`config.mk`:
```
export PLATFORM = sky130hd
export DESIGN_NAME = cfgaddr_gen
export DESIGN_NICKNAME = d
export VERILOG_FILES = /design/src/rtl/cfgaddr_pkg.sv /design/src/rtl/cfgaddr_legal.sv /design/src/rtl/cfgaddr_encode.sv /design/src/rtl/cfgaddr_hold.sv /design/src/rtl/cfgaddr_gen.sv
export SDC_FILE = /design/constraint.sdc
export NUM_CORES = 1
export LEC_CHECK = 0
export BUFFER_PORTS_ARGS = -buffer_cell sky130_fd_sc_hd__buf_2
export CAP_MARGIN = 20
export CORE_AREA = 2 2 71 73
export CTS_CLUSTER_SIZE = 16
export DETAILED_ROUTE_END_ITERATION = 10
export DIE_AREA = 0 0 73 75
export HOLD_SLACK_MARGIN = 0.15
export PLACE_DENSITY = 0.73
export SLEW_MARGIN = 20
export SYNTH_ARGS = -nofsm -noshare
export SYNTH_HDL_FRONTEND = slang
export SYNTH_SLANG_ARGS = --single-unit
```
`constraint.sdc`:
```
create_clock -name clk -period 2.2 [get_ports clk]
set_input_delay 0.66 -clock clk [delete_from_list [all_inputs] [get_ports clk]]
set_output_delay 0.66 -clock clk [all_outputs]
set_load 0.1 [all_outputs]
```
`src/rtl/cfgaddr_pkg.sv`:
```
// Package: cfgaddr_pkg
// Shared constants and types for the configuration address encoder.
// Assumes map word bits 3:1 carry the cycle-kind code and bit 0 selects
// host-driven low address lines.
package cfgaddr_pkg;

    // Code written into map bits 3:1 for configuration cycles
    localparam logic [2:0] MAP_CFG_CODE = 3'b101;

    // Kind of configuration cycle produced
    typedef enum logic {
        CYC_TYPE0 = 1'b0,
        CYC_TYPE1 = 1'b1
    } cyc_kind_e;

endpackage

```
`src/rtl/cfgaddr_legal.sv`:
```
// Module: cfgaddr_legal
// Flags a request as legal when every input field fits in FIELD_W bits.
// Assumes REQ_W > FIELD_W; one identical range check is generated per field.
module cfgaddr_legal #(
    parameter int REQ_W   = 10,
    parameter int FIELD_W = 8,
    parameter int NFIELD  = 3
) (
    input  logic [NFIELD*REQ_W-1:0] fields,
    output logic                    legal
);

    localparam int HI_W = REQ_W - FIELD_W;

    logic [NFIELD-1:0] fits;

    // One range check per field: upper bits must all be zero
    for (genvar f = 0; f < NFIELD; f++) begin : g_field
        logic [HI_W-1:0] upper;
        assign upper   = fields[f*REQ_W + FIELD_W +: HI_W];
        assign fits[f] = (upper == '0);
    end

    // Request is legal only when all fields fit
    assign legal = &fits;

endmodule

```
`src/rtl/cfgaddr_encode.sv`:
```
// Module: cfgaddr_encode
// Combinational encoder for configuration offsets and map words.
// Assumes fields are already trimmed to FIELD_W bits. Slots up to
// ADDR_SLOT_MAX select a device through an offset bit; higher slots
// select it through a map bit starting at MAP_DEV_LSB.
module cfgaddr_encode
    import cfgaddr_pkg::*;
#(
    parameter int FIELD_W  = 8,
    parameter int FUNC_W   = 3,
    parameter int ADDR_W   = 24,
    parameter int MAP_W    = 32,
    parameter int DEV_BASE = 11
) (
    input  logic [FIELD_W-1:0] bus,
    input  logic [FIELD_W-1:0] devfn,
    input  logic [FIELD_W-1:0] regoff,
    output logic [ADDR_W-1:0]  offset,
    output logic [MAP_W-1:0]   map_word
);

    localparam int SLOT_W        = FIELD_W - FUNC_W;
    localparam int NUM_SLOTS     = 1 << SLOT_W;
    localparam int ADDR_SLOT_MAX = ADDR_W - 1 - DEV_BASE;
    localparam int MAP_DEV_LSB   = 8;
    localparam int HI_SLOTS      = NUM_SLOTS - ADDR_SLOT_MAX - 1;

    cyc_kind_e              kind;
    logic [SLOT_W-1:0]      slot;
    logic [FUNC_W-1:0]      func;
    logic [NUM_SLOTS-1:0]   slot_hit;
    logic [ADDR_W-1:0]      addr_dev;
    logic [MAP_W-1:0]       map_dev;
    logic [ADDR_W-1:0]      off_t0;
    logic [ADDR_W-1:0]      off_t1;

    // Split the device/function byte into slot and function
    assign slot = devfn[FIELD_W-1:FUNC_W];
    assign func = devfn[FUNC_W-1:0];

    // Bus zero means a type 0 cycle, anything else type 1
    assign kind = (bus == '0) ? CYC_TYPE0 : CYC_TYPE1;

    // One-hot slot decode, one comparator per slot
    for (genvar s = 0; s < NUM_SLOTS; s++) begin : g_slot
        assign slot_hit[s] = (slot == SLOT_W'(s));
    end

    // Low slots land in the offset, high slots in the map word
    assign addr_dev = ADDR_W'(slot_hit[ADDR_SLOT_MAX:0]) << DEV_BASE;
    assign map_dev  = MAP_W'(slot_hit[NUM_SLOTS-1:ADDR_SLOT_MAX+1]) << MAP_DEV_LSB;

    // Type 0 offset: device line, function and register byte
    assign off_t0 = addr_dev | (ADDR_W'(func) << FIELD_W) | ADDR_W'(regoff);

    // Type 1 offset: bus, devfn and register bytes side by side
    assign off_t1 = ADDR_W'({bus, devfn, regoff});

    // Select offset and map word by cycle kind
    always_comb begin
        if (kind == CYC_TYPE0) begin
            offset   = off_t0;
            map_word = map_dev | MAP_W'({MAP_CFG_CODE, 1'b0});
        end else begin
            offset   = off_t1;
            map_word = MAP_W'({MAP_CFG_CODE, 1'b1});
        end
    end

    // Check that the chosen widths can hold every field
    initial begin
        if (ADDR_W < 3 * FIELD_W) $error("ADDR_W too narrow for type 1 offset");
        if (MAP_W < MAP_DEV_LSB + HI_SLOTS) $error("MAP_W too narrow for high slots");
    end

endmodule

```
`src/rtl/cfgaddr_hold.sv`:
```
// Module: cfgaddr_hold
// Output register stage with valid/ready handshake on both sides.
// Assumes one result in flight; a new request is taken only once the
// current result has been accepted.
module cfgaddr_hold #(
    parameter int ADDR_W = 24,
    parameter int MAP_W  = 32
) (
    input  logic              clk,
    input  logic              rst_n,
    input  logic              req_valid,
    output logic              req_ready,
    input  logic              legal,
    input  logic [ADDR_W-1:0] next_offset,
    input  logic [MAP_W-1:0]  next_map,
    output logic              rsp_valid,
    input  logic              rsp_ready,
    output logic [ADDR_W-1:0] rsp_offset,
    output logic [MAP_W-1:0]  rsp_map,
    output logic              rsp_err
);

    logic take;

    // Ready only when empty
    assign req_ready = !rsp_valid;
    assign take      = req_valid && req_ready;

    // Register results; illegal requests only raise the flag
    always_ff @(posedge clk) begin
        if (!rst_n) begin
            rsp_valid  <= 1'b0;
            rsp_err    <= 1'b0;
            rsp_offset <= '0;
            rsp_map    <= '0;
        end else begin
            if (rsp_valid && rsp_ready) begin
                rsp_valid <= 1'b0;
            end
            if (take) begin
                rsp_valid <= 1'b1;
                rsp_err   <= !legal;
                if (legal) begin
                    rsp_offset <= next_offset;
                    rsp_map    <= next_map;
                end
            end
        end
    end

endmodule

```
`src/rtl/cfgaddr_gen.sv`:
```
// Module: cfgaddr_gen (top)
// Builds configuration aperture offsets and map words from bus, devfn
// and register offset requests, with a registered one-cycle result.
// Assumes REQ_W is wider than a byte so out-of-range values can be seen.
module cfgaddr_gen #(
    parameter int REQ_W    = 10,
    parameter int FIELD_W  = 8,
    parameter int FUNC_W   = 3,
    parameter int ADDR_W   = 24,
    parameter int MAP_W    = 32,
    parameter int DEV_BASE = 11
) (
    input  logic              clk,
    input  logic              rst_n,
    input  logic              req_valid,
    output logic              req_ready,
    input  logic [REQ_W-1:0]  req_bus,
    input  logic [REQ_W-1:0]  req_devfn,
    input  logic [REQ_W-1:0]  req_regoff,
    output logic              rsp_valid,
    input  logic              rsp_ready,
    output logic [ADDR_W-1:0] rsp_offset,
    output logic [MAP_W-1:0]  rsp_map,
    output logic              rsp_err
);

    localparam int NFIELD = 3;

    logic              legal;
    logic [ADDR_W-1:0] enc_offset;
    logic [MAP_W-1:0]  enc_map;

    // Range check on all three request fields
    cfgaddr_legal #(
        .REQ_W   (REQ_W),
        .FIELD_W (FIELD_W),
        .NFIELD  (NFIELD)
    ) u_legal (
        .fields ({req_bus, req_devfn, req_regoff}),
        .legal  (legal)
    );

    // Encoding of the trimmed fields
    cfgaddr_encode #(
        .FIELD_W  (FIELD_W),
        .FUNC_W   (FUNC_W),
        .ADDR_W   (ADDR_W),
        .MAP_W    (MAP_W),
        .DEV_BASE (DEV_BASE)
    ) u_encode (
        .bus      (req_bus[FIELD_W-1:0]),
        .devfn    (req_devfn[FIELD_W-1:0]),
        .regoff   (req_regoff[FIELD_W-1:0]),
        .offset   (enc_offset),
        .map_word (enc_map)
    );

    // Result register and handshake
    cfgaddr_hold #(
        .ADDR_W (ADDR_W),
        .MAP_W  (MAP_W)
    ) u_hold (
        .clk         (clk),
        .rst_n       (rst_n),
        .req_valid   (req_valid),
        .req_ready   (req_ready),
        .legal       (legal),
        .next_offset (enc_offset),
        .next_map    (enc_map),
        .rsp_valid   (rsp_valid),
        .rsp_ready   (rsp_ready),
        .rsp_offset  (rsp_offset),
        .rsp_map     (rsp_map),
        .rsp_err     (rsp_err)
    );

endmodule

```
# After elaboration in Yosys (flattened, before gate mapping)
# Index checks and enable logic that the tools add are counted.
[op_classes] eq_ne=31 mux=4 bitwise=2 reduce_logical=12
[op_table] operator="$eq 5x5->1 const B" n=16
[op_table] operator="$eq 5x4->1 const B" n=8
[op_table] operator="$mux 27" n=1
[op_table] operator="$mux 24" n=1
[op_table] operator="$or 24x11->24" n=1
[op_table] operator="$or 24x8->24" n=1
[op_table] operator="$eq 5x3->1 const B" n=4
[op_table] operator="$eq 5x2->1 const B" n=2
[op_table] operator="$logic_not 8->1" n=1
[op_table] operator="$logic_not 2->1" n=3
[op_table] operator="$eq 5x1->1 const B" n=1
[op_table] operator="$logic_not 5->1" n=1
[op_table] operator="$reduce_and 4->1" n=1
[op_table] operator="$reduce_and 3->1" n=1
[op_table] operator="$logic_and 1x1->1" n=2
[op_table] operator="$logic_not 1->1" n=2
[op_table] operator="$mux 1" n=2
[op_table] operator="$reduce_bool 2->1" n=1
[word_totals] ff_bits=58 inputBits=34 output_inout_bits=59 word_cells=53

# Longest topological paths before layout
# Gate-level depths: netlist (run 1).
[logic_depth] depth_word=4 mapped_depth=6 ltp_nobuf=4

# Modules after synthesis
# From an unflattened synthesis (run 1), not the netlist that was laid out.
[hier_totals] hier_cells=351 area_unflattened_um2=2934.1
[by_module_without_submodules] module="cfgaddr_hold" instances=1 cells_per_inst=254 area_per_inst_um2=2312.2 seq_area_each_um2=1161.1
[by_module_without_submodules] module="cfgaddr_encode" instances=1 cells_per_inst=95 area_per_inst_um2=604.3 seq_area_each_um2=0.0
[by_module_without_submodules] module="cfgaddr_legal" instances=1 cells_per_inst=2 area_per_inst_um2=17.5 seq_area_each_um2=0.0

# Worst setup path after synthesis (run 1)
# Ideal clock, no wire load.
[synth_path] kind="reg-to-output" startpoint="register u_hold.rsp_valid" endpoint="output port req_ready" arrival_ns=1.688 required_ns=1.540 slack_ns=-0.148 stages_incl_launch_ff=2 n_path_buf=0 cell_sequence="dfxtp_1 inv_1"
[synth_between] elab_chain_cells=1
[synth_lines] element="start, declared" line="cfgaddr_hold.sv:16" source="output logic rsp_valid,"
[synth_lines] element="start signal, assigned" line="cfgaddr_hold.sv:32" source="rsp_valid <= 1'b0;"
[synth_lines] element="start signal, assigned" line="cfgaddr_hold.sv:38" source="rsp_valid <= 1'b0;"
[synth_lines] element="start signal, assigned" line="cfgaddr_hold.sv:41" source="rsp_valid <= 1'b1;"
[synth_lines] element="$logic_not 1->1" line="cfgaddr_hold.sv:26" source="assign req_ready = !rsp_valid;"
[synth_lines] element="end, declared" line="cfgaddr_gen.sv:16" source="output logic req_ready,"
# No other way between the ends.

# Worst setup path in the final report (run 1)
[layout_path] startpoint="input port req_bus[3]" endpoint="register u_hold.rsp_offset[14]"
[layout_between] elab_chain_cells=2
[layout_lines] element="start, declared" line="cfgaddr_gen.sv:17" source="input logic [REQ_W-1:0] req_bus,"
[layout_lines] element="$logic_not 8->1" line="cfgaddr_encode.sv:42" source="assign kind = (bus == '0) ? CYC_TYPE0 : CYC_TYPE1;"
[layout_lines] element="$mux 24" line="cfgaddr_encode.sv:61" source="if (kind == CYC_TYPE0) begin"
[layout_lines] element="end signal, assigned" line="cfgaddr_hold.sv:44" source="rsp_offset <= next_offset;"
[layout_lines] element="end, declared" line="cfgaddr_hold.sv:18" source="output logic [ADDR_W-1:0] rsp_offset,"
# No other way between the ends.
# A chain may end at the register's enable or synchronous reset.

==> results of run 1 <==
-- how the worst max path moves through the flow --
stage | from | endpoint | slack [ns] | cells past startpoint
final | req_bus[3] | u_hold.rsp_offset[14] | 0.25 | 5
after global routing | req_regoff[9] | u_hold.rsp_map[23] | 0.11 | 7
after CTS | req_bus[3] | u_hold.rsp_offset[14] | 0.24 | 5
after detailed placement | req_bus[3] | u_hold.rsp_offset[12] | -0.06 | 5
after global placement | req_bus[3] | u_hold.rsp_offset[14] | -0.03 | 5
after floorplan | req_bus[3] | u_hold.rsp_offset[11] | 0.06 | 5
-- sequential cells by signal (all words and copies together), names as in the netlist --
| register | count |
|---|---|
| u_hold.rsp_map | 21 |
| u_hold.rsp_err | 1 |
| u_hold.rsp_valid | 1 |
| u_hold.rsp_offset | 24 |
-- cells in the final DEF (no fill, tap or decap) --
master,n
a22o_1,3
o2bb2ai_1,15
a211oi_1,4
a21oi_1,24
nor3_1,2
or4_4,2
buf_2,82
nand4_1,5
a31oi_1,5
conb_1,10
nor3b_1,1
or2_1,1
and3_1,1
buf_4,13
nor4b_1,2
nand2_1,29
or2_2,1
clkinvlp_4,2
o21ai_0,12
nor4_1,2
and2_1,3
dfxtp_1,46
clkinv_1,1
inv_1,2
or3_1,5
dfxtp_2,1
a221oi_1,1
nor2b_1,5
inv_6,1
clkbuf_8,5
nor2_1,12
nand2b_1,3
-- final cells by class --
class | instances | area (sq um) | area share [%]
inverters | 3 | 11.26 | 0.4613
flip-flops and latches | 47 | 942.2 | 38.60
repair buffers | 95 | 508.0 | 20.81
well taps | 54 | 67.56 | 2.768
clock inverters | 3 | 23.77 | 0.9739
multi-input cells | 148 | 819.5 | 33.57
clock buffers | 5 | 68.82 | 2.819
-- stage by stage --
stage	TNS [ns]	setup slack (ns)	hold WS (ns)	utilization, %
floorplan	0	0.05735	0.7297	-
global placement	-0.1354	-0.03471	0.4394	50.39
detailed placement	-0.2493	-0.06229	0.4414	50.39
CTS	0	0.2424	0.4543	52.38
global route	0	0.1139	0.4702	52.38
finish	0	0.2476	0.4504	52.38
-- worst min-delay path, cell delays in order (launching register included) --
cell and delay (ns):
dfxtp_1 0.31, nand2_1 0.05, a21oi_1 0.05
-- logic make-up (layout without fill, tap and decap cells) --
group | count (synthesis) | count (layout) | synth area share, %
AO/OA/AOI/OAI | 64 | 64 | 21.81
buffers and inverters | 25 | 106 | 7.692
flip-flops | 47 | 47 | 50.30
other | 1 | 10 | 0.2005
AND/OR/NAND/NOR | 74 | 74 | 20.00
-- where the power goes --
part / internal (mW) / total, mW / switching (mW) / leakage, nW
clock: 0.227 / 0.536 / 0.308 / 0.0408
sequential: 0.856 / 0.859 / 0.00344 / 0.379
combinational: 0.0486 / 0.232 / 0.183 / 0.697
-- metal layers --
layer	wire [um]	share of wire, %	vias up	GRT usage, %
met5	0	0	-	0
met4	77	1.6	0	6.996
met3	373	8.0	7	5.489
met2	2098	45	81	27.33
met1	2126	45	793	21.65
li1	-	-	905	-
==> reports/metrics.yaml, run 1 <==
placed_design:
  io_buffers: 82
  dp_hpwl_um: 3524
  detailed_place.area_sq_um: 2349
  dp_cells: 347
  place.gp.congestion: 0.8599
pwr:
  powerDensity_nw_per_um2: 666.4
  vdd_ir_drop_max_uv: 399.5
  power.total_mw: 1.627
  power_leakage_nw: 1.117
timing:
  rsz0062_at_grt: "false"
  finalSetupViolCount: 0
  slew-limit-headroom_pct: 51.58
  fmax_mhz: 512.2
  period_needed_ns: 1.952
  hold_violations: 0
  tightest_slew_ns: 0.7237
  maxSlewViolCount: 0
  fin_crit_sh_pct: 88.74
  skew_ns: 0.006238
detailed_routing:
  via_per_inst: 5.031
  first_iter_violations: 72
  ant_nets: 0
  vias: 1786
  drcViolationCount: 0
  wl_per_cell_um: 13.17
  drtPass1Iterations: 4
  routed_wl_um: 4676
setup_path:
  crit_slowest_cell: "or4_4"
  r2r-end: "u_hold.rsp_map[15]"
  reg2reg_from: "u_hold.rsp_valid"
  path_delay_family: "simple AND/OR/NAND/NOR gates"
  worstPathRequired_ns: 2.43
  r2r_cells: 6
  crit_chain: "buf_2, or4_4, or2_1, or3_1, a31oi_1"
  worst-path-buf-inv: 1
  worstSetupStartpointType: "input pin"
  cpPeakStageDelay_ns: 0.56
  setup.worst_path.end_class: "flop"
  path_class: "input pin to flop"
  worstPathMaxFanout: 7
  ff2ff_setup_slack_ns: 0.42
  arrival_ns: 2.18
clock_network:
  clockBufferDepth: 2
  post-cts-setup-buffer-count: 0
  cts.sink_count: 47
  clk_latency_ns: 0.30
  hold_buffers: 0
  htreeDepth: 2
  cts_resized: 0
  cts_buffers: 5
  cts_tree: "yes"
  cts.clk_slew.worst_paths_ns: 0.09
  clock-root-buffer: "clkbuf_8"
floorplanning:
  dieArea_sq_um: 5475
  initial_core_util_pct: 40.13
  die_h_um: 75
  ios: 93
  coreArea_sq_um: 4661
  rows: 25
  die_w_um: 73
global_route:
  grt_pass1_vias: 1563
  grt_max_degree: 40
  grt_overflow: 0
  grt_pass1_wl_um: 7231
  grt_usage_pct: 17.17
  grt_antenna_before_repair: 0
cells_and_area:
  drive_gt1_share_pct: 35.55
  area_delta_synth_final_pct: 30.50
  fillers: 455
  instances_no_fill: 355
  fin_area_sq_um: 2441
  layout.nets: 334
  diodes: 0
synthesis:
  synth_top_area_share_pct: 50.30
  ys_types: 30
  yosys-top-cells-area: "dfxtp_1, o2bb2ai_1, a21oi_1"
  yosysMostFrequentCell: "dfxtp_1"
  synth_common_cells: "dfxtp_1, nand2_1, a21oi_1"
  synthFlopType: "dfxtp_1"
  yosys.area.top_type: "dfxtp_1"
  async_flop_share_pct: 0
  avgSynthCellArea_sq_um: 8.865
  yosysSeqAreaShare_pct: 50.30
  synth_cells: 211
  yosysWarnings: 0
  ys_ff_latch: 47
  synth-edff-count: 0
  synth_area_sq_um: 1871
worst_hold_path:
  hp-start: "u_hold.rsp_map[21]"
  hold_path_class: "flop to flop"
  hold_depth: 2
  min_to: "u_hold.rsp_map[21]"
run_status:
  status: "complete, no violations"
flow_run:
  drv_cap: 0
(Power assumes the default switching activity.)
==> run 2, diff against run 1 <==
PLACE_DENSITY = not set   (was 0.73)
PLACE_DENSITY_LB_ADDON = 0.3   (was not set)
==> reports/metrics.yaml, run 2 (synthesized netlist as in run 1, its figures left out) <==
run_status:
  status: "complete, no violations"
placed_design:
  place.gp.congestion: 0.7872  # -8.5%
  dp_cells: 347  # unchanged
  io_buffers: 82  # unchanged
  dp_hpwl_um: 3470  # -1.5%
cells_and_area:
  fillers: 474  # +4.2%
  instances_no_fill: 355  # unchanged
  largest_reg_flops: 24  # unchanged
  diodes: 0  # unchanged
  final_cell_mix: "buf_2, dfxtp_1, nand2_1"
  layout.nets: 334  # unchanged
  final_common_cell: "buf_2"
  drive_gt1_share_pct: 35.22  # -0.33 points
  area_delta_synth_final_pct: 30.03
  reg_top3: "u_hold.rsp_offset (24), u_hold.rsp_map (21)"
  regMostFlops: "u_hold.rsp_offset"
global_route:
  grt_max_degree: 40  # unchanged
  grt_overflow: 0  # unchanged
  grt_usage_pct: 16.91  # -0.26 points
  grt_pass1_vias: 1522  # -2.6%
  grt_pass1_wl_um: 7134  # -1.3%
  grt_antenna_before_repair: 0  # unchanged
pwr:
  powerDensity_nw_per_um2: 652.0  # -2.2%
  vdd_ir_drop_max_uv: 350.8  # -12%
  power_leakage_nw: 1.118  # about the same
detailed_routing:
  first_iter_violations: 79  # +9.7%
  ant_nets: 0  # unchanged
  routed_wl_um: 4689  # +0.28%
  via_per_inst: 5.028  # about the same
  wl_per_cell_um: 13.21  # +0.28%
  drcViolationCount: 0  # unchanged
  drtPass1Iterations: 4  # unchanged
  vias: 1785  # -0.056%
timing:
  hold_ws_ns: 0.4527  # +0.002284 ns
  skew_ns: 0.003040  # -0.003198 ns
  finalSetupViolCount: 0  # unchanged
  fin_setup_tns_ns: 0  # unchanged
  fin_crit_sh_pct: 90.00  # +1.3 points
  rsz0062_at_grt: "false"
  fmax_mhz: 505.0  # -1.4%
  tightest_slew_ns: 0.7161  # -0.007557 ns
  slew-limit-headroom_pct: 52.21  # +0.63 points
  hold_violations: 0  # unchanged
  period_needed_ns: 1.980  # +0.02767 ns
  maxSlewViolCount: 0  # unchanged
setup_path:
  worstSetupStartpointType: "input pin"
  setup.worst_path.end_class: "flop"
  arrival_ns: 2.21  # +0.03 ns
  r2r-end: "u_hold.rsp_map[23]"
  reg2reg_from: "u_hold.rsp_valid"
  worstPathMaxFanout: 7  # unchanged
  worstPathRequired_ns: 2.43  # about the same
  path_class: "input pin to flop"
  r2r_cells: 6  # unchanged
  ff2ff_setup_slack_ns: 0.42  # about the same
clock_network:
  post-cts-setup-buffer-count: 0  # unchanged
  clockBufferDepth: 2  # unchanged
  cts_resized: 0  # unchanged
  clk_latency_ns: 0.29  # about the same
  cts.clk_slew.worst_paths_ns: 0.08  # about the same
  htreeDepth: 2  # unchanged
  cts.sink_count: 47  # unchanged
  cts_buffers: 5  # unchanged
  hold_buffers: 0  # unchanged
  cts_tree: "yes"
  clock-root-buffer: "clkbuf_8"
floorplanning:
  dieArea_sq_um: 5475  # unchanged
  ios: 93  # unchanged
  coreArea_sq_um: 4661  # unchanged
  die_h_um: 75  # unchanged
  rows: 25  # unchanged
  initial_core_util_pct: 40.13  # unchanged
  die_w_um: 73  # unchanged
worst_hold_path:
  min_to: "u_hold.rsp_offset[5]"
  hp-start: "u_hold.rsp_offset[5]"
  hold_path_class: "flop to flop"
  hold_depth: 2  # unchanged
flow_run:
  drv_cap: 0  # unchanged
## run 2: cell types whose count changed in the layout (fill, tap and decap cells not counted)
cell | previous run | this run
nor2_2 | 0 | 1
nor2_1 | 12 | 11
clkbuf_1 | 0 | 2
clkinvlp_4 | 2 | 0
inv_6 | 1 | 0
clkinv_2 | 0 | 1
## run 2: where the power goes
part	switching, mW	internal (mW)	total (mW)
clock network	0.273	0.223	0.496
logic	0.183	0.0481	0.231
registers	0.00328	0.855	0.859
total	0.459	1.13	1.59
## run 2: metrics by stage
step	util [%]	area (sq um)	power, mW	setup WS, ns
final	52.19	2432	1.586	0.2200
after CTS	52.13	2430	1.606	0.2287
after global routing	52.19	2432	1.651	0.1556
after detailed placement	50.39	2349	1.109	-0.08329
after global placement	50.39	2349	1.108	-0.06027
after floorplan	-	1906	1.060	0.05735
## run 2: worst max path at each step
stage / start / to
finish: req_bus[3] / u_hold.rsp_offset[11]
global route: req_bus[3] / u_hold.rsp_offset[11]
detailed placement: req_bus[3] / u_hold.rsp_offset[11]
global placement: req_bus[3] / u_hold.rsp_offset[12]
floorplan: req_bus[3] / u_hold.rsp_offset[11]
CTS: req_bus[3] / u_hold.rsp_offset[11]
## run 2: area by class of cell
class	instances	area [sq um]	share of cell area, %
Clock inverter	1	5.005	0.2058
Multi-Input combinational cell	148	822.0	33.80
Clock buffer	7	76.32	3.138
Tap cell	54	67.56	2.778
Inverter	3	11.26	0.4630
Timing Repair Buffer	95	508.0	20.88
Sequential cell	47	942.2	38.73
## run 2: per-layer routing
layer / part of all wire, % / vias up / GRT usage [%]
met5: 0 / - / 0
met4: 1.4 / 0 / 7.407
met3: 5.8 / 7 / 3.347
met2: 46 / 61 / 26.43
met1: 47 / 810 / 22.78
li1: - / 907 / -
## run 2: worst max-delay path: stages
cell	delay, ns
buf_2	0.11
or4_4	0.56
or2_1	0.33
or3_1	0.39
a31oi_1	0.16
==> run 3, diff against run 2 <==
RECOVER_POWER = 25   (was not set)
==> reports/metrics.yaml, run 3 (synthesized netlist as in run 1, its figures left out) <==
clock_network:
  hold_buffers: 0  # unchanged
  cts.sink_count: 47  # unchanged
  clk_latency_ns: 0.29  # about the same
  htreeDepth: 2  # unchanged
  clockBufferDepth: 2  # unchanged
  cts_resized: 0  # unchanged
  cts.clk_slew.worst_paths_ns: 0.08  # about the same
  clock-root-buffer: "clkbuf_8"
  cts_buffers: 5  # unchanged
  post-cts-setup-buffer-count: 0  # unchanged
  cts_tree: "yes"
cells_and_area:
  area_delta_synth_final_pct: 29.83
  drive_gt1_share_pct: 34.88  # -0.33 points
  fin_area_sq_um: 2429  # -0.15%
  reg_top3: "u_hold.rsp_offset (24), u_hold.rsp_map (21)"
  final_common_cell: "buf_2"
  utilization_pct: 52.11  # -0.080 points
  layout.nets: 334  # unchanged
  final_cell_mix: "buf_2, dfxtp_1, nand2_1"
  largest_reg_flops: 24  # unchanged
  fillers: 476  # +0.42%
  diodes: 0  # unchanged
  regMostFlops: "u_hold.rsp_offset"
setup_path:
  worstPathMaxFanout: 7  # unchanged
  setup.worst_path.end_class: "flop"
  ff2ff_setup_slack_ns: 0.42  # about the same
  path_class: "input pin to flop"
  r2r_cells: 6  # unchanged
  arrival_ns: 2.21  # about the same
  reg2reg_from: "u_hold.rsp_valid"
  worstPathRequired_ns: 2.43  # about the same
  worstSetupStartpointType: "input pin"
  crit_chain: "buf_2, or4_4, or2_1, or3_1, a31oi_1"
  crit_slowest_cell: "or4_4"
  cpPeakStageDelay_ns: 0.56  # about the same
  r2r-end: "u_hold.rsp_map[23]"
floorplanning:
  die_h_um: 75  # unchanged
  initial_core_util_pct: 40.13  # unchanged
  dieArea_sq_um: 5475  # unchanged
  coreArea_sq_um: 4661  # unchanged
  die_w_um: 73  # unchanged
  ios: 93  # unchanged
  rows: 25  # unchanged
detailed_routing:
  drtPass1Iterations: 4  # unchanged
  ant_nets: 0  # unchanged
  drcViolationCount: 0  # unchanged
  via_per_inst: 5.028  # unchanged
  routed_wl_um: 4690  # about the same
  first_iter_violations: 111  # +41%
  vias: 1785  # unchanged
  wl_per_cell_um: 13.21  # about the same
timing:
  fin_crit_sh_pct: 90.21  # +0.21 points
  slew-limit-headroom_pct: 47.96  # -4.3 points
  hold_violations: 0  # unchanged
  tightest_slew_ns: 0.7806  # +0.06454 ns
  hold_ws_ns: 0.4553  # +0.002536 ns
  fmax_mhz: 503.9  # -0.23%
  period_needed_ns: 1.985  # +0.004602 ns
  finalSetupViolCount: 0  # unchanged
  skew_ns: 0.003453  # +0.0004133 ns
  maxSlewViolCount: 0  # unchanged
  rsz0062_at_grt: "false"
pwr:
  power.total_mw: 1.584  # about the same
  powerDensity_nw_per_um2: 652.4  # about the same
  power_leakage_nw: 1.093  # -2.3%
  vdd_ir_drop_max_uv: 350.4  # -0.11%
worst_hold_path:
  hold_path_class: "flop to flop"
  hp-start: "u_hold.rsp_offset[5]"
  min_to: "u_hold.rsp_offset[5]"
  hold_depth: 2  # unchanged
placed_design:
  place.gp.congestion: 0.7872  # unchanged
  dp_hpwl_um: 3470  # unchanged
  io_buffers: 82  # unchanged
  detailed_place.area_sq_um: 2349  # unchanged
flow_run:
  drv_cap: 0  # unchanged
global_route:
  grt_usage_pct: 16.91  # unchanged
  grt_antenna_before_repair: 0  # unchanged
  grt_max_degree: 40  # unchanged
  grt_pass1_vias: 1522  # unchanged
  grt_pass1_wl_um: 7134  # unchanged
  grt_overflow: 0  # unchanged
run_status:
  status: "complete, no violations"
==> run 3: cell types whose count changed in the layout (fill, tap and decap cells not counted), sizes merged <==
cell    change
buf        -24
clkbuf     +24
==> run 3: area by class of cell <==
cell class                      instances  area (sq um)  area share (%)
Clock buffer                            7         76.32           3.143
Clock inverter                          1         5.005          0.2061
Inverter                                3         11.26          0.4637
Multi-Input combinational cell        148         822.0           33.85
Sequential cell                        47         942.2           38.79
Tap cell                               54         67.56           2.782
Timing Repair Buffer                   95         504.2           20.76
==> run 3: worst max path at each step <==
stage | startpoint | end | slack (ns) | depth (start not counted)
6_report | req_bus[3] | u_hold.rsp_offset[11] | 0.22 | 5
5_1_grt | req_bus[3] | u_hold.rsp_offset[11] | 0.16 | 5
4_1_cts | req_bus[3] | u_hold.rsp_offset[11] | 0.23 | 5
3_5_place_dp | req_bus[3] | u_hold.rsp_offset[11] | -0.08 | 5
3_3_place_gp | req_bus[3] | u_hold.rsp_offset[12] | -0.06 | 5
2_1_floorplan | req_bus[3] | u_hold.rsp_offset[11] | 0.06 | 5
==> run 3: critical path, delay by kind of cell <==
family / cells / cell delay, ns
AO/OA/AOI/OAI: 1 / 0.16
buffers and inverters: 1 / 0.11
AND/OR/NAND/NOR: 3 / 1.28
==> run 3: per-layer routing <==
metal / vias up / track usage [%] / part of all wire [%]
li1: 904 / - / -
met1: 808 / 22.78 / 46
met2: 66 / 26.43 / 47
met3: 7 / 3.347 / 6.4
met4: 0 / 7.407 / 1.4
met5: - / 0 / 0
==> run 3: power breakdown <==
group | internal, mW | switching, mW | total (mW)
Combinational | 0.0472 | 0.183 | 0.230
Sequential | 0.855 | 0.00335 | 0.859
Clock | 0.223 | 0.272 | 0.495
Total | 1.13 | 0.459 | 1.58
==> run 3: per-stage QoR <==
step                      cells  setup TNS, ns  worst slack, ns
final                       355              0           0.2154
after global routing        355              0           0.1556
after global placement      347        -0.2615         -0.06027
after detailed placement    347        -0.3919         -0.08329
after CTS                   355              0           0.2287
after floorplan             220              0          0.05735
